**config.mk**
```make
export PLATFORM = sky130hd
export DESIGN_NAME = mem_access_guard
export DESIGN_NICKNAME = d
export VERILOG_FILES = /design/src/rtl/guard_pkg.sv /design/src/rtl/guard_bus_gate.sv /design/src/rtl/guard_wr_timer.sv /design/src/rtl/guard_wr_gate.sv /design/src/rtl/mem_access_guard.sv
export SDC_FILE = /design/constraint.sdc
export NUM_CORES = 1
export LEC_CHECK = 0
export BUFFER_PORTS_ARGS = -buffer_cell sky130_fd_sc_hd__buf_2
export CORE_AREA = 2 2 39 41
export DETAILED_ROUTE_END_ITERATION = 10
export DIE_AREA = 0 0 41 43
export SYNTH_ARGS = -nofsm -noshare
export SYNTH_HDL_FRONTEND = slang
export SYNTH_SLANG_ARGS = --single-unit
```
**constraint.sdc**
```tcl
create_clock -name clk -period 2.55 [get_ports clk]
set_input_delay 0.255 -clock clk [delete_from_list [all_inputs] [get_ports clk]]
set_output_delay 0.255 -clock clk [all_outputs]
set_load 0.01 [all_outputs]
```
**src/rtl/guard_pkg.sv**
```systemverilog
package guard_pkg;

    typedef struct packed {
        logic open;
    } bus_st_t;

    typedef struct packed {
        logic req;
        logic accept;
        logic protect;
        logic busy;
        logic active;
    } wr_cond_t;

endpackage

```
**src/rtl/guard_bus_gate.sv**
```systemverilog
module guard_bus_gate
    import guard_pkg::*;
(
    input  logic clk,
    input  logic rst_n,
    input  logic sup_reset,
    input  logic bus_start,
    input  logic bus_stop,
    output logic bus_accept,
    output logic xfer_abort
);

    bus_st_t st_d, st_q;

    always_comb begin
        st_d = st_q;
        if (sup_reset) begin
            st_d.open = 1'b0;
        end else if (bus_start) begin
            st_d.open = 1'b1;
        end else if (bus_stop) begin
            st_d.open = 1'b0;
        end
    end

    always_ff @(posedge clk or negedge rst_n) begin
        if (!rst_n) begin
            st_q <= '0;
        end else begin
            st_q <= st_d;
        end
    end

    // open clears on the first reset cycle, so this lasts one cycle
    assign xfer_abort = sup_reset & st_q.open;
    assign bus_accept = st_q.open & ~sup_reset;

endmodule

```
**src/rtl/guard_wr_timer.sv**
```systemverilog
module guard_wr_timer #(
    parameter int WR_CYCLES = 16
) (
    input  logic clk,
    input  logic rst_n,
    input  logic start,
    output logic active
);

    localparam int CW = $clog2(WR_CYCLES + 1);
    localparam logic [CW-1:0] LOAD = CW'(WR_CYCLES);
    localparam logic [CW-1:0] ONE  = CW'(1);

    typedef struct packed {
        logic          active;
        logic [CW-1:0] cnt;
    } tmr_st_t;

    tmr_st_t st_d, st_q;

    always_comb begin
        st_d = st_q;
        if (start) begin
            st_d.active = 1'b1;
            st_d.cnt    = LOAD;
        end else if (st_q.active) begin
            if (st_q.cnt == ONE) begin
                st_d.active = 1'b0;
                st_d.cnt    = '0;
            end else begin
                st_d.cnt = st_q.cnt - ONE;
            end
        end
    end

    always_ff @(posedge clk or negedge rst_n) begin
        if (!rst_n) begin
            st_q <= '0;
        end else begin
            st_q <= st_d;
        end
    end

    assign active = st_q.active;

endmodule

```
**src/rtl/guard_wr_gate.sv**
```systemverilog
module guard_wr_gate
    import guard_pkg::*;
(
    input  wr_cond_t cond,
    output logic     grant
);

    always_comb begin
        grant = cond.req & cond.accept & ~cond.protect & ~cond.busy & ~cond.active;
    end

endmodule

```
**src/rtl/mem_access_guard.sv**
```systemverilog
module mem_access_guard
    import guard_pkg::*;
#(
    parameter int WR_CYCLES = 16
) (
    input  logic clk,
    input  logic rst_n,
    input  logic sup_reset,
    input  logic wp_pin,
    input  logic bus_start,
    input  logic bus_stop,
    input  logic wr_req,
    input  logic eng_busy,
    output logic xfer_abort,
    output logic bus_accept,
    output logic wr_grant
);

    logic     wr_active;
    wr_cond_t cond;

    guard_bus_gate u_bus (
        .clk        (clk),
        .rst_n      (rst_n),
        .sup_reset  (sup_reset),
        .bus_start  (bus_start),
        .bus_stop   (bus_stop),
        .bus_accept (bus_accept),
        .xfer_abort (xfer_abort)
    );

    always_comb begin
        cond.req     = wr_req;
        cond.accept  = bus_accept;
        cond.protect = wp_pin;
        cond.busy    = eng_busy;
        cond.active  = wr_active;
    end

    guard_wr_gate u_gate (
        .cond  (cond),
        .grant (wr_grant)
    );

    guard_wr_timer #(.WR_CYCLES(WR_CYCLES)) u_tmr (
        .clk    (clk),
        .rst_n  (rst_n),
        .start  (wr_grant),
        .active (wr_active)
    );

endmodule

```
## Word-level counts from Yosys, hierarchy flattened

Cells that the tools add are included.

| word-level totals | value |
|---|---|
| flip-flop bits (word level) | 7 |
| output and inout port bits | 3 |
| input port bits | 8 |
| word-level logic and storage cells | 24 |

| operators by class | value |
|---|---|
| equal/unequal tests | 1 |
| bitwise gates (word level) | 10 |
| add/subtract/negate cells | 1 |
| multiplexer cells | 7 |
| reductions and logical operators | 2 |

Operators with widths:

| operator | count |
|---|---|
| 2-to-1 mux 6 bit | 2 |
| bitwise AND 1 bit | 6 |
| equality test 5 x 1 -> 1 bit (second input constant) | 1 |
| 2-to-1 mux 5 bit | 1 |
| subtractor 5 x 1 -> 5 bit (second input constant) | 1 |
| 2-to-1 mux 1 bit | 4 |
| NOT 1 bit | 4 |
| nonzero test 3 bit | 1 |
| nonzero test 2 bit | 1 |

## Logic depth before layout (Yosys ltp)

| depth | value |
|---|---|
| word-level depth | 7 |
| gate-level depth with buffers | 5 |
| gate-level depth less buffers | 5 |

## Modules after synthesis

Synthesis repeated with hierarchy kept, for this count alone.

| second synthesis, totals | value |
|---|---|
| cell total of the unflattened synthesis | 40 |
| area total of the unflattened synthesis | 386.6 um^2 |

By module, submodules not included:

| module | times used | cells an instance | area each (um^2) | sequential area each (um^2) |
|---|---|---|---|---|
| guard_wr_timer | 1 | 32 | 314.1 | 150.1 |
| guard_bus_gate | 1 | 6 | 56.3 | 25.0 |
| guard_wr_gate | 1 | 2 | 16.3 | 0.0 |

## Least setup slack after synthesis

No wires, ideal clock.

| timing | value |
|---|---|
| path kind | reg2reg |
| from | register u_tmr.st_q[1] (netlist name) |
| to | register u_tmr.st_q[3] (netlist name) |
| arrival time | 1.474 ns |
| path slack | 0.952 ns |
| cell stages (with the launch flop) | 6 |
| buffers on the path | 0 |
| clock period less this slack | 1.598 ns |
| setup time | 0.124 ns |
| required time | 2.426 ns |
| path through | dfrtp_1 > inv_1 > ha_1 > or4b_4 > and3_1 > a211o_1 |

| on the way | value |
|---|---|
| word-level cells in the longest chain between the ends | 4 |
| elaborated cells between the ends (all ways) | 5 |
| those cells by class | add/sub: 1; eq/ne: 1; mux: 3 |

RTL lines:

| element | line | RTL |
|---|---|---|
| from (decl) | guard_wr_timer.sv:19 | `tmr_st_t st_d, st_q;` |
| from (signal assigned) | guard_wr_timer.sv:40 | `st_q <= st_d;` |
| subtractor 5 x 1 -> 5 bit / equality test 5 x 1 -> 1 bit (equally long branches) | guard_wr_timer.sv:31, guard_wr_timer.sv:27 |  |
| 2-to-1 mux 5 bit * | guard_wr_timer.sv:27 | `if (st_q.cnt == ONE) begin` |
| 2-to-1 mux 6 bit * | guard_wr_timer.sv:26 | `end else if (st_q.active) begin` |
| 2-to-1 mux 6 bit * | guard_wr_timer.sv:23 | `if (start) begin` |

Mark *: on every way between the ends. The rest lies on a longest branch, timed or not. The select of a mux whose other input is x is not followed.
A chain may end at the register's enable or synchronous reset.

## Worst setup path in the final report

| timing | value |
|---|---|
| from | register u_bus.st_q |
| to | output wr_grant |

| on the way | value |
|---|---|
| word-level cells in the longest chain between the ends | 5 |

RTL lines:

| element | line | RTL |
|---|---|---|
| from (decl) | guard_bus_gate.sv:13 | `bus_st_t st_d, st_q;` |
| from (signal assigned) | guard_bus_gate.sv:30 | `st_q <= st_d;` |
| bitwise AND 1 bit | guard_bus_gate.sv:36 | `assign bus_accept = st_q.open & ~sup_reset;` |
| bitwise AND 1 bit (4 in series) | guard_wr_gate.sv:9 | `grant = cond.req & cond.accept & ~cond.protect & ~cond.busy & ~cond.active;` |
| to (decl) | mem_access_guard.sv:16 | `output logic wr_grant` |

Every way passes these cells.

==> impl_metrics.sql <==
INSERT INTO impl_metrics (metric_group, metric, value, unit) VALUES
('status', 'status', 'finished clean', ''),
('global_route', 'grt_util_all_layers', '0.1293', ''),
('pwr', 'power_density', '992.0', 'mW/mm^2'),
('cells_and_area', 'final_util', '0.3716', ''),
('synth', 'synth_top_cell_by_area', 'sky130_fd_sc_hd__dfrtp_1', ''),
('clock_network', 'tritoncts', 'yes', ''),
('drt', 'post_drt_wl_per_cell', '11.21', 'um'),
('cells_and_area', 'post_route_cells_drive_above_1_share', '0.3148', ''),
('timing', 'final.setup.tns', '0', 'ns'),
('global_route', 'grt.overflow.total', '0', ''),
('cells_and_area', 'num_antenna_cells', '0', ''),
('worst_setup_path', 'path_cells', 'nor4bb_1, and2_1, nor2b_1, buf_2', ''),
('run', 'drv_cap', '0', ''),
('synth', 'synth-seq-cells', '7', ''),
('placed_design', 'port_buffers', '10', ''),
('worst_setup_path', 'worst_path_max_delay_cell', 'sky130_fd_sc_hd__dfrtp_1', ''),
('clock_network', 'cts_root_buf', 'sky130_fd_sc_hd__clkbuf_4', ''),
('worst_setup_path', 'cp-start-kind', 'register', ''),
('cells_and_area', 'final_area', '514.2', 'um^2'),
('timing', 'final.min_clock_period', '1.755', 'ns'),
('clock_network', 'clock_sinks', '7', ''),
('synth', 'syn-num-nets', '50', ''),
('die', 'placeableCoreArea', '0.001384', 'mm^2'),
('timing', 'finalHoldViolations', '0', ''),
('global_route', 'number_of_antenna_violations_at_the_first_check_in_global_routing', '0', ''),
('clock_network', 'max-clock-path-buffers', '2', ''),
('worst_setup_path', 'path_max_fanout', '4', ''),
('worst_setup_path', 'critical_path_buf_inv_count', '1', ''),
('placed_design', 'place_congestion', '0.6456', ''),
('cells_and_area', 'final_common_cell', 'sky130_fd_sc_hd__buf_2', ''),
('clock_network', 'cts_inserted_buffers', '3', ''),
('synth', 'synth_largest_type_area_fraction', '0.4255', ''),
('synth', 'netlist_instances', '40', ''),
('global_route', 'grt_start_max_net_pins', '14', ''),
('worst_setup_path', 'worst_endpoint_required_time', '2.30', 'ns'),
('die', 'die_w', '41', 'um'),
('synth', 'netlist-cell-type-count', '23', ''),
('worst_setup_path', 'worstSetupPathType', 'register to output port', ''),
('global_route', 'grt_util_met2', '0.1906', ''),
('global_route', 'grt.met3_usage', '0.01571', ''),
('timing', 'max_slew_violations', '0', ''),
('die', 'design.die.area', '0.001763', 'mm^2'),
('drt', 'post_drt_via_cell_ratio', '4.829', ''),
('global_route', 'grt_use_met1', '0.1410', ''),
('drt', 'drt.antenna.violating_nets', '0', ''),
('worst_setup_path', 'timing.critical_path.slowest_cell_delay', '0.37', 'ns'),
('timing', 'setup_viol_count_final', '0', ''),
('pwr', 'leakagePower', '0.2506', 'nW'),
('cells_and_area', 'finish.net_count', '65', ''),
('timing', 'max_freq', '569.7', 'MHz'),
('synth', 'main_area_contributors_after_synthesis', 'sky130_fd_sc_hd__dfrtp_1 43%, sky130_fd_sc_hd__ha_1 6.1%, sky130_fd_sc_hd__mux2_2 5.5%, sky130_fd_sc_hd__inv_1 4.6%, sky130_fd_sc_hd__a21oi_1 3.6%', ''),
('min_path', 'type_of_the_worst_min_delay_path', 'input pin to register', ''),
('synth', 'avgSynthCellArea', '10.29', 'um^2'),
('drt', 'drc_errors', '0', ''),
('clock_network', 'insertion_delay', '0.25', 'ns'),
('die', 'floorplan.io_pins', '11', ''),
('synth', 'yosysSeqAreaShare', '0.4255', ''),
('die', 'floorplan.initialDensity', '0.2975', ''),
('placed_design', 'post_dp_cell_area', '478.0', 'um^2'),
('cells_and_area', 'flow.area_growth_from_synthesis', '24.92', '%'),
('worst_setup_path', 'arrival', '1.50', 'ns'),
('worst_setup_path', 'cp_top_family', 'simple AND/OR/NAND/NOR gates', ''),
('clock_network', 'ctsHtreeMaxLevel', '1', ''),
('pwr', 'peakVddDrop', '325.5', 'uV'),
('timing', 'slew_of_the_pin_with_the_lowest_slew_margin', '0.3923', 'ns'),
('drt', 'drt-pass1-iter-count', '4', ''),
('synth', 'ys_warn_count', '0', ''),
('worst_setup_path', 'cp-end-kind', 'output port', ''),
('drt', 'detailroute.via_count', '338', ''),
('global_route', 'grt_pass1_wl', '1442', 'um'),
('global_route', 'via_count_of_the_first_global_routing_pass', '372', '');
-- flip-flops by register name (all words and copies together), names as in the netlist --
register,cells
u_tmr.active,1
u_bus.st_q,1
u_tmr.st_q,5
-- per-layer routing --
metal,wire [um],vias up,share of wire
met1,349,156,0.44
met4,42,0,0.054
met5,0,-,0
li1,-,173,-
met2,378,5,0.48
met3,14,4,0.018
-- stage by stage --
step | power [mW] | setup slack [ns] | instances | hold slack [ns]
after floorplan | 0.3619 | 0.9520 | 40 | -0.04059
after global placement | 0.4107 | 0.9007 | 65 | 0.09772
after detailed placement | 0.4094 | 0.8811 | 65 | 0.09603
after CTS | 0.5149 | 0.7787 | 70 | 0.1973
after global routing | 0.5640 | 0.6664 | 70 | 0.2045
final | 0.5101 | 0.7946 | 70 | 0.1946
-- synthesized netlist by cell type --
cell and n:
sky130_fd_sc_hd__a211o_1 1, sky130_fd_sc_hd__or4b_4 1, sky130_fd_sc_hd__and2_1 2, sky130_fd_sc_hd__ha_1 2
sky130_fd_sc_hd__mux2i_1 1, sky130_fd_sc_hd__and3_1 1, sky130_fd_sc_hd__clkbuf_1 1, sky130_fd_sc_hd__nand4_1 1
sky130_fd_sc_hd__nor2_1 1, sky130_fd_sc_hd__nor4_1 1, sky130_fd_sc_hd__nand2b_1 1, sky130_fd_sc_hd__o31ai_1 1
sky130_fd_sc_hd__inv_1 5, sky130_fd_sc_hd__dfrtp_1 7, sky130_fd_sc_hd__nor2b_1 2, sky130_fd_sc_hd__o21ai_0 1
sky130_fd_sc_hd__nor4bb_1 1, sky130_fd_sc_hd__o311ai_0 1, sky130_fd_sc_hd__a21oi_1 3, sky130_fd_sc_hd__nand3b_1 1
sky130_fd_sc_hd__mux2_2 2, sky130_fd_sc_hd__o311a_2 1, sky130_fd_sc_hd__nor3b_1 2
-- layout make-up --
class | count | area, um^2
Clock buffer | 4 | 26.28
Timing Repair Buffer | 11 | 60.06
Sequential cell | 7 | 175.2
Inverter | 5 | 18.77
Multi-Input combinational cell | 27 | 214.0
Fill cell | 140 | 869.6
Tap cell | 16 | 20.02
-- cells by family (layout without fill, tap and decap cells) --
family | after synthesis | count (layout) | synth area share
AND/OR/NAND/NOR | 14 | 14 | 0.2432
AO/OA/AOI/OAI | 8 | 8 | 0.1368
flip-flops | 7 | 7 | 0.4255
buffers and inverters | 6 | 20 | 0.05471
multiplexers | 3 | 3 | 0.07902
adder cells (fa/ha/maj) | 2 | 2 | 0.06078
-- final timing paths --
kind                                from            end  slack [ns]  cells after the start
max                           u_bus.st_q       wr_grant        0.79                      4
min                            sup_reset     u_bus.st_q        0.19                      2
max reg2reg                u_tmr.st_q[1]  u_tmr.st_q[3]        0.89                      5
min reg2reg                   u_bus.st_q     u_bus.st_q        0.56                      2
max in group asynchronous          rst_n  u_tmr.st_q[2]        2.02                      2
min in group asynchronous          rst_n  u_tmr.st_q[4]        0.36                      2
-- worst register-to-register path, cell delays in order (launching register included) --
cell and delay [ns]:
sky130_fd_sc_hd__dfrtp_1 0.38, sky130_fd_sc_hd__inv_1 0.10, sky130_fd_sc_hd__ha_1 0.16, sky130_fd_sc_hd__or4b_4 0.47, sky130_fd_sc_hd__and3_1 0.18, sky130_fd_sc_hd__a211o_1 0.26
-- report_power, final --
part           switching [mW]  internal [mW]  leakage [nW]
registers              0.0702          0.159        0.0836
clock network          0.0421         0.0598        0.0150
logic                  0.0724          0.106         0.152
total                   0.185          0.325         0.251
-- repair_timing --
action / 4_1_cts / 5_1_grt
endpoints found under the hold margin: 7 / 0
resized for setup: 0 / 0
buffers inserted: 0 / 0
hold buffers: 1 / 0
Note: power is estimated with default switching activity, not from simulation.
